$ cat config.mk
export PLATFORM = sky130hd
export DESIGN_NAME = idx_ea_gen
export DESIGN_NICKNAME = d
export VERILOG_FILES = /design/src/rtl/idx_ea_pkg.sv /design/src/rtl/idx_ea_decode.sv /design/src/rtl/idx_ea_addr.sv /design/src/rtl/idx_ea_fetch.sv /design/src/rtl/idx_ea_gen.sv
export SDC_FILE = /design/constraint.sdc
export NUM_CORES = 1
export LEC_CHECK = 0
export ABC_AREA = 0
export BUFFER_PORTS_ARGS = -buffer_cell sky130_fd_sc_hd__buf_2
export CAP_MARGIN = 20
export CELL_PAD_IN_SITES_DETAIL_PLACEMENT = 0
export CELL_PAD_IN_SITES_GLOBAL_PLACEMENT = 1
export CORE_MARGIN = 3
export CORE_UTILIZATION = 48
export CTS_CLUSTER_DIAMETER = 40
export DETAILED_ROUTE_END_ITERATION = 6
export GPL_TIMING_DRIVEN = 0
export PLACE_DENSITY_LB_ADDON = 0.1
export SLEW_MARGIN = 25
export SYNTH_ARGS = -nofsm -noshare
export SYNTH_HDL_FRONTEND = slang
export SYNTH_SLANG_ARGS = --single-unit
$ cat constraint.sdc
create_clock -name clk -period 14 [get_ports clk]
set_clock_uncertainty 0.15 [all_clocks]
set_input_delay 2.1 -clock clk [delete_from_list [all_inputs] [get_ports clk]]
set_output_delay 2.1 -clock clk [all_outputs]
set_load 0.01 [all_outputs]
$ cat src/rtl/idx_ea_pkg.sv
package idx_ea_pkg;
   localparam int CYC_W = 4;

   typedef enum logic [3:0] {
      K_NONE, K_SHORT, K_ACCA, K_ACCB, K_ACCD, K_BYTE, K_WORD,
      K_INC1, K_INC2, K_DEC1, K_DEC2
   } ofs_kind_e;

   typedef struct packed {
      logic             illegal;
      logic             indirect;
      logic [1:0]       nbytes;
      logic [CYC_W-1:0] cycles;
      ofs_kind_e        kind;
      logic             pc_base;
      logic             abs_base;
      logic [1:0]       rsel;
   } idx_dec_t;
endpackage

$ cat src/rtl/idx_ea_decode.sv
module idx_ea_decode
   import idx_ea_pkg::*;
(
   input  logic [7:0] pb,
   output idx_dec_t   dec
);
   logic ind;
   assign ind = pb[4];

   always_comb begin
      dec      = '0;
      dec.kind = K_NONE;
      dec.rsel = pb[6:5];
      if (!pb[7]) begin
         dec.kind   = K_SHORT;
         dec.cycles = CYC_W'(1);
      end else begin
         dec.indirect = ind;
         case (pb[3:0])
            4'b0000: begin dec.kind = K_INC1; dec.cycles = CYC_W'(2); dec.illegal = ind; end
            4'b0001: begin dec.kind = K_INC2; dec.cycles = ind ? CYC_W'(6) : CYC_W'(3); end
            4'b0010: begin dec.kind = K_DEC1; dec.cycles = CYC_W'(2); dec.illegal = ind; end
            4'b0011: begin dec.kind = K_DEC2; dec.cycles = ind ? CYC_W'(6) : CYC_W'(3); end
            4'b0100: begin dec.kind = K_NONE; dec.cycles = ind ? CYC_W'(3) : CYC_W'(0); end
            4'b0101: begin dec.kind = K_ACCB; dec.cycles = ind ? CYC_W'(4) : CYC_W'(1); end
            4'b0110: begin dec.kind = K_ACCA; dec.cycles = ind ? CYC_W'(4) : CYC_W'(1); end
            4'b1000: begin
               dec.kind = K_BYTE; dec.nbytes = 2'd1;
               dec.cycles = ind ? CYC_W'(4) : CYC_W'(1);
            end
            4'b1001: begin
               dec.kind = K_WORD; dec.nbytes = 2'd2;
               dec.cycles = ind ? CYC_W'(7) : CYC_W'(4);
            end
            4'b1011: begin dec.kind = K_ACCD; dec.cycles = ind ? CYC_W'(7) : CYC_W'(4); end
            4'b1100: begin
               dec.kind = K_BYTE; dec.nbytes = 2'd1; dec.pc_base = 1'b1;
               dec.cycles = ind ? CYC_W'(4) : CYC_W'(1);
            end
            4'b1101: begin
               dec.kind = K_WORD; dec.nbytes = 2'd2; dec.pc_base = 1'b1;
               dec.cycles = ind ? CYC_W'(8) : CYC_W'(5);
            end
            4'b1111: begin
               dec.kind = K_WORD; dec.nbytes = 2'd2; dec.abs_base = 1'b1;
               dec.cycles = CYC_W'(5); dec.illegal = !ind;
            end
            default: dec.illegal = 1'b1;
         endcase
      end
      if (dec.illegal) begin
         dec.indirect = 1'b0;
         dec.nbytes   = 2'd0;
         dec.cycles   = '0;
         dec.kind     = K_NONE;
         dec.pc_base  = 1'b0;
         dec.abs_base = 1'b0;
      end
   end
endmodule

$ cat src/rtl/idx_ea_addr.sv
module idx_ea_addr
   import idx_ea_pkg::*;
#(
   parameter int AW   = 16,
   parameter int DW   = 8,
   parameter int NPTR = 4
) (
   input  idx_dec_t           dec,
   input  logic [4:0]         short_ofs,
   input  logic [NPTR*AW-1:0] ptrs,
   input  logic [DW-1:0]      acc_a,
   input  logic [DW-1:0]      acc_b,
   input  logic [AW-1:0]      off_word,
   input  logic [AW-1:0]      pc_ref,
   output logic [AW-1:0]      addr,
   output logic [AW-1:0]      wb_val,
   output logic               wb_en
);
   localparam int RSW = $clog2(NPTR);

   logic [AW-1:0] sel_terms [NPTR];
   logic [AW-1:0] reg_val, base, offset;

   for (genvar g = 0; g < NPTR; g++) begin : g_ptr_mux
      assign sel_terms[g] = (RSW'(dec.rsel) == RSW'(g)) ? ptrs[g*AW +: AW] : '0;
   end

   always_comb begin
      reg_val = '0;
      for (int i = 0; i < NPTR; i++) reg_val = reg_val | sel_terms[i];
   end

   always_comb begin
      if (dec.abs_base)     base = '0;
      else if (dec.pc_base) base = pc_ref + AW'(dec.nbytes);
      else                  base = reg_val;
   end

   always_comb begin
      case (dec.kind)
         K_SHORT: offset = {{(AW-5){short_ofs[4]}}, short_ofs};
         K_ACCA:  offset = {{(AW-DW){acc_a[DW-1]}}, acc_a};
         K_ACCB:  offset = {{(AW-DW){acc_b[DW-1]}}, acc_b};
         K_ACCD:  offset = AW'({acc_a, acc_b});
         K_BYTE:  offset = {{(AW-DW){off_word[DW-1]}}, off_word[DW-1:0]};
         K_WORD:  offset = off_word;
         K_DEC1:  offset = '1;
         K_DEC2:  offset = {{(AW-1){1'b1}}, 1'b0};
         default: offset = '0;
      endcase
   end

   assign addr = base + offset;

   always_comb begin
      wb_en  = 1'b1;
      case (dec.kind)
         K_INC1:        wb_val = base + AW'(1);
         K_INC2:        wb_val = base + AW'(2);
         K_DEC1, K_DEC2: wb_val = addr;
         default: begin wb_val = '0; wb_en = 1'b0; end
      endcase
   end
endmodule

$ cat src/rtl/idx_ea_fetch.sv
module idx_ea_fetch #(
   parameter int AW = 16,
   parameter int DW = 8
) (
   input  logic          clk,
   input  logic          rst_n,
   input  logic          go,
   input  logic [AW-1:0] base,
   input  logic [1:0]    count,
   output logic          mem_req,
   output logic [AW-1:0] mem_addr,
   input  logic          mem_valid,
   input  logic [DW-1:0] mem_rdata,
   output logic          fin,
   output logic [AW-1:0] word
);
   logic          busy;
   logic [1:0]    left;
   logic [AW-1:0] addr_q, acc_q;
   logic          take;

   assign take     = busy && mem_valid;
   assign mem_req  = busy;
   assign mem_addr = addr_q;
   assign word     = acc_q;

   always_ff @(posedge clk or negedge rst_n) begin
      if (!rst_n) begin
         busy   <= 1'b0;
         left   <= '0;
         addr_q <= '0;
         acc_q  <= '0;
         fin    <= 1'b0;
      end else begin
         fin <= take && (left == 2'd1);
         if (go) begin
            busy   <= (count != 2'd0);
            left   <= count;
            addr_q <= base;
            acc_q  <= '0;
         end else if (take) begin
            acc_q  <= {acc_q[AW-DW-1:0], mem_rdata};
            addr_q <= addr_q + AW'(1);
            left   <= left - 2'd1;
            if (left == 2'd1) busy <= 1'b0;
         end
      end
   end
endmodule

$ cat src/rtl/idx_ea_gen.sv
module idx_ea_gen
   import idx_ea_pkg::*;
#(
   parameter int DW   = 8,
   parameter int NPTR = 4
) (
   input  logic              clk,
   input  logic              rst_n,
   input  logic              start,
   input  logic [7:0]        postbyte,
   input  logic [2*DW-1:0]   ptr_x,
   input  logic [2*DW-1:0]   ptr_y,
   input  logic [2*DW-1:0]   ptr_u,
   input  logic [2*DW-1:0]   ptr_s,
   input  logic [DW-1:0]     acc_a,
   input  logic [DW-1:0]     acc_b,
   input  logic [2*DW-1:0]   pc_next,
   output logic              mem_req,
   output logic [2*DW-1:0]   mem_addr,
   input  logic              mem_valid,
   input  logic [DW-1:0]     mem_rdata,
   output logic              done,
   output logic [2*DW-1:0]   ea,
   output logic              wb_en,
   output logic [1:0]        wb_sel,
   output logic [2*DW-1:0]   wb_val,
   output logic [1:0]        extra_bytes,
   output logic [CYC_W-1:0]  extra_cycles,
   output logic              illegal
);
   localparam int AW = 2 * DW;

   if (DW != 8) begin : g_bad_dw
      $error("idx_ea_gen: DW must be 8");
   end
   if (NPTR != 4) begin : g_bad_nptr
      $error("idx_ea_gen: NPTR must be 4 to match the 2-bit register field");
   end

   typedef enum logic [2:0] {S_IDLE, S_DEC, S_OFS, S_ADDR, S_IND, S_FIN} st_e;
   st_e state;

   logic [7:0]         pb_q;
   logic [NPTR*AW-1:0] ptrs_q;
   logic [DW-1:0]      a_q, b_q;
   logic [AW-1:0]      pc_q, off_q;
   idx_dec_t           dec;
   logic [AW-1:0]      calc_addr, calc_wb;
   logic               calc_wb_en;
   logic               f_go, f_fin;
   logic [AW-1:0]      f_base, f_word;
   logic [1:0]         f_cnt;

   logic [AW-1:0]      ea_q, wb_val_q;
   logic               wb_en_q, ill_q;
   logic [1:0]         wb_sel_q, bytes_q;
   logic [CYC_W-1:0]   cyc_q;

   idx_ea_decode u_dec (.pb(pb_q), .dec(dec));

   idx_ea_addr #(.AW(AW), .DW(DW), .NPTR(NPTR)) u_addr (
      .dec(dec), .short_ofs(pb_q[4:0]), .ptrs(ptrs_q),
      .acc_a(a_q), .acc_b(b_q), .off_word(off_q), .pc_ref(pc_q),
      .addr(calc_addr), .wb_val(calc_wb), .wb_en(calc_wb_en)
   );

   assign f_go   = ((state == S_DEC) && !dec.illegal && (dec.nbytes != 2'd0))
                || ((state == S_ADDR) && dec.indirect);
   assign f_base = (state == S_ADDR) ? calc_addr : pc_q;
   assign f_cnt  = (state == S_ADDR) ? 2'd2 : dec.nbytes;

   idx_ea_fetch #(.AW(AW), .DW(DW)) u_fetch (
      .clk(clk), .rst_n(rst_n), .go(f_go), .base(f_base), .count(f_cnt),
      .mem_req(mem_req), .mem_addr(mem_addr), .mem_valid(mem_valid),
      .mem_rdata(mem_rdata), .fin(f_fin), .word(f_word)
   );

   always_ff @(posedge clk or negedge rst_n) begin
      if (!rst_n) begin
         state    <= S_IDLE;
         pb_q     <= '0;
         ptrs_q   <= '0;
         a_q      <= '0;
         b_q      <= '0;
         pc_q     <= '0;
         off_q    <= '0;
         ea_q     <= '0;
         wb_val_q <= '0;
         wb_en_q  <= 1'b0;
         wb_sel_q <= '0;
         ill_q    <= 1'b0;
         bytes_q  <= '0;
         cyc_q    <= '0;
      end else begin
         case (state)
            S_IDLE: if (start) begin
               pb_q     <= postbyte;
               ptrs_q   <= {ptr_s, ptr_u, ptr_y, ptr_x};
               a_q      <= acc_a;
               b_q      <= acc_b;
               pc_q     <= pc_next;
               off_q    <= '0;
               ea_q     <= '0;
               wb_en_q  <= 1'b0;
               wb_val_q <= '0;
               ill_q    <= 1'b0;
               state    <= S_DEC;
            end
            S_DEC: begin
               bytes_q  <= dec.nbytes;
               cyc_q    <= dec.cycles;
               ill_q    <= dec.illegal;
               wb_sel_q <= dec.rsel;
               if (dec.illegal)              state <= S_FIN;
               else if (dec.nbytes != 2'd0)  state <= S_OFS;
               else                          state <= S_ADDR;
            end
            S_OFS: if (f_fin) begin
               off_q <= f_word;
               state <= S_ADDR;
            end
            S_ADDR: begin
               wb_en_q  <= calc_wb_en;
               wb_val_q <= calc_wb;
               if (dec.indirect) state <= S_IND;
               else begin
                  ea_q  <= calc_addr;
                  state <= S_FIN;
               end
            end
            S_IND: if (f_fin) begin
               ea_q  <= f_word;
               state <= S_FIN;
            end
            S_FIN:   state <= S_IDLE;
            default: state <= S_IDLE;
         endcase
      end
   end

   assign done         = (state == S_FIN);
   assign ea           = ea_q;
   assign wb_en        = wb_en_q;
   assign wb_sel       = wb_sel_q;
   assign wb_val       = wb_val_q;
   assign extra_bytes  = bytes_q;
   assign extra_cycles = cyc_q;
   assign illegal      = ill_q;
endmodule

==> summary.txt <==
CTS
  – Clk Latency, worst-skew pair: approximately 500 ps
  – H-tree levels: 2
  – Clk sinks: around 200
  – Cts bufs inserted: 35
  – CTS tree: yes
  – Post-cts sizing count: 0
  – Hold buffer count at CTS: 0
  – Root Driver: clkbuf_16
  – Clock transition at path regs: 50 ps
  – Postcts setup bufs: 0
  – Clk buf depth: 3

Timing
  – Setup-failing EPs final: 0
  – Final period util: 0.449
  – Fmax achieved: ~0.16 GHz
  – Final hold vios: 0
  – Worst-Margin Slew: 952 ps
  – Setup_tns: 0 ps
  – Max Slew Vio Count: 0
  – Min Tclk post-route: ~6300 ps
  – RSZ-0062 raised after global routing: no
  – Rel. slew slack: 0.360

Drt
  – Vias/cell: about 5.8
  – Routed WL per cell: approximately 21 um
  – Vias: between 9000 and 10000
  – Routed Antenna Nets: 0
  – DR iter-0 viols: 678
  – Number of remaining DRC errors: 0
  – Final WL: approximately 34 mm
  – DRT Pass-1 Iters: 7

Placed design
  – DP HPWL: around 26 mm
  – Placed insts: around 1600
  – PortBufs: between 150 and 200
  – GP Congestion: about 0.92

Synthesis
  – Area fraction of the dominant cell type after synthesis: 0.458
  – Post-synth ARST share: 1.00
  – #FFs+latches synth: 201
  – Cell variety after synth: 79
  – Gate Count Post-Synth: ~1100
  – Syn_nets: 1236
  – Yosys warning count: 0
  – Avg Inst Size Synth: 10.0 um^2
  – Largest area contributor in the netlist: dfrtp_1
  – Mapped Area: 11000 um^2
  – Synth Flop Type: dfrtp_1
  – Sequential share of the synthesized area: 0.458
  – Ranking of synthesized cells by area: dfrtp_1 (46%), mux2_2 (10%), nand2_1 (5.9%)
  – EDFF count, synth: 0

Layout
  – Area occupied by multi-input gates: 5610 um^2
  – Storage element area: just over 5000 um^2
  – Fraction of layout cells with a size suffix above 1: 0.291
  – Filler cell count: between 1500 and 2000
  – Area growth syn-to-layout: 22.9%
  – Nets: approximately 1500
  – Finished Layout Cells: 1618

Critical path
  – Crit path required time: between 10000 and 15000 ps
  – Max FO, Critical Path: 10
  – Worst Path Arrival: around 6500 ps
  – CP Class: reg2reg
  – Worst Setup End Kind: register
  – Critical Path Start Type: register
  – R2r worst-path depth: 21

Worst hold path
  – Worst Hold Class: reg2reg
  – Hold Path Stages: 2

Power and ir drop
  – Max rail drop VDD: ~140 uV
  – Power per standard cell area: just under 300 nW/um^2
  – P_leak: just under 6 nW

Global routing
  – Antenna violations before repair: 1
  – GRT Overall Usage: 0.281
  – First-pass GRT wire length: between 50 and 60 mm
  – Largest net degree at the start of global routing: between 90 and 100
  – GR Util met3: 0.0632
  – Vias in the first global route: about 9400
  – M1 GR Usage: 0.399
  – Total global routing overflow: 0
  – GR Util met2: 0.438
  – Layer with the highest usage: met2

Floorplan
  – Site Rows: 54
  – Die area: 24700 um^2
  – Core Area: between 20000 and 25000 um^2
  – IO Pins: roughly 180
  – Die Width: roughly 160 um
  – Chip height: between 150 and 200 um
  – Initial Util: 0.495

Status
  – Status: complete, no violations

Job
  – Max Cap Violations: 0
cells by family after synthesis:
| group | Yosys count | share of synthesized area |
|---|---|---|
| adder cells (fa/ha/maj) | 23 | 0.0276 |
| AO/OA/AOI/OAI | 270 | 0.158 |
| XOR/XNOR | 43 | 0.0343 |
| AND/OR/NAND/NOR | 352 | 0.152 |
| multiplexers | 118 | 0.137 |
| buffers and inverters | 90 | 0.0327 |
| flip-flops | 201 | 0.458 |
power by group:
part	internal, mW	total [mW]	switching (mW)
clock	0.565	0.864	0.299
sequential	0.833	1.03	0.196
combinational	0.831	2.09	1.26
total	2.23	3.98	1.76
metal layers:
| metal | vias up | share of wire |
|---|---|---|
| met1 | 4629 | 0.45 |
| li1 | 4402 | - |
| met3 | 60 | 0.066 |
| met4 | 0 | 0.024 |
| met5 | - | 0 |
| met2 | 290 | 0.46 |
cells in the final DEF (no fill, tap or decap), drive strengths merged, types with 21 or more instances in the layout:
master,synthesis,routed
o21ai,74,74
xnor2,26,26
nand2,172,172
nor2,62,62
mux2,98,98
a21oi,81,81
clkbuf,51,97
buf,17,194
inv,22,24
ha,21,21
dfrtp,201,201
nand3,29,29
cell usage after synthesis (11+ instances only):
master,number
nand3_1,27
mux4_2,16
buf_2,11
a21oi_1,77
a31oi_1,14
xor2_1,17
xnor2_1,26
o21ai_0,70
nor2_1,62
dfrtp_1,201
nand2_1,172
ha_1,21
a211oi_1,14
mux2_2,98
inv_1,22
clkbuf_1,51
a22oi_1,16
nor3_1,13
a221o_1,11
critical path, stage by stage, from the launching register on:
cell	delay (ps)
dfrtp_1	400
clkbuf_1	370
nand2_1	130
nor3_1	650
ha_1	300
inv_1	60
fa_1	440
nand4b_4	260
or3_1	340
a31oi_1	270
nand2_1	190
inv_1	180
ha_1	290
a211oi_1	220
o211ai_1	150
a311oi_1	380
o21bai_1	140
a41oi_1	290
a21oi_1	120
xnor2_1	490
o2bb2a_1	270
o21ai_1	60
sequential cells by signal (all words and copies together), names as in the netlist, 2 cells and up:
signal            flops
a_q                   8
b_q                   8
pb_q                  8
extra_bytes           2
ea                   16
pc_q                 16
off_q                16
wb_val               16
u_fetch.left          2
state                 3
u_fetch.mem_addr     16
wb_sel                2
extra_cycles          4
u_fetch.word         16
ptrs_q               64
per-stage QoR:
stage / setup slack [ps] / cell area, um^2 / hold WS [ps] / power (mW) / utilization
after floorplan: 8960 / 11000 / 300 / 2.42 / -
after global placement: 7200 / 12200 / 307 / 3.06 / 0.551
after detailed placement: 7590 / 12300 / 305 / 3.09 / 0.554
after CTS: 7510 / 13500 / 323 / 3.98 / 0.608
after global routing: 7230 / 13500 / 353 / 4.25 / 0.609
final: 7710 / 13500 / 323 / 3.98 / 0.609
cell type report:
type / instances / share of cell area
tap: 280 / 0.0260
timing repair buffer: 177 / 0.0698
clock inverter: 17 / 0.0139
inverter: 22 / 0.00612
clock buffer: 46 / 0.0749
buffer: 68 / 0.0205
multi-input combinational: 806 / 0.416
sequential: 201 / 0.373
antenna: 1 / 0.000186
path summary, 6_finish.rpt:
| kind | from | to | slack, ps |
|---|---|---|---|
| max | pb_q[7] | ea[15] | 7710 |
| max in group asynchronous | rst_n | u_fetch.mem_addr[13] | 11680 |
| min | extra_cycles[3] | extra_cycles[3] | 320 |
| min reg2reg | extra_cycles[3] | extra_cycles[3] | 320 |
| max reg2reg | pb_q[7] | ea[15] | 7710 |
| min in group asynchronous | rst_n | wb_sel[1] | 1280 |
(Power assumes the default switching activity.)
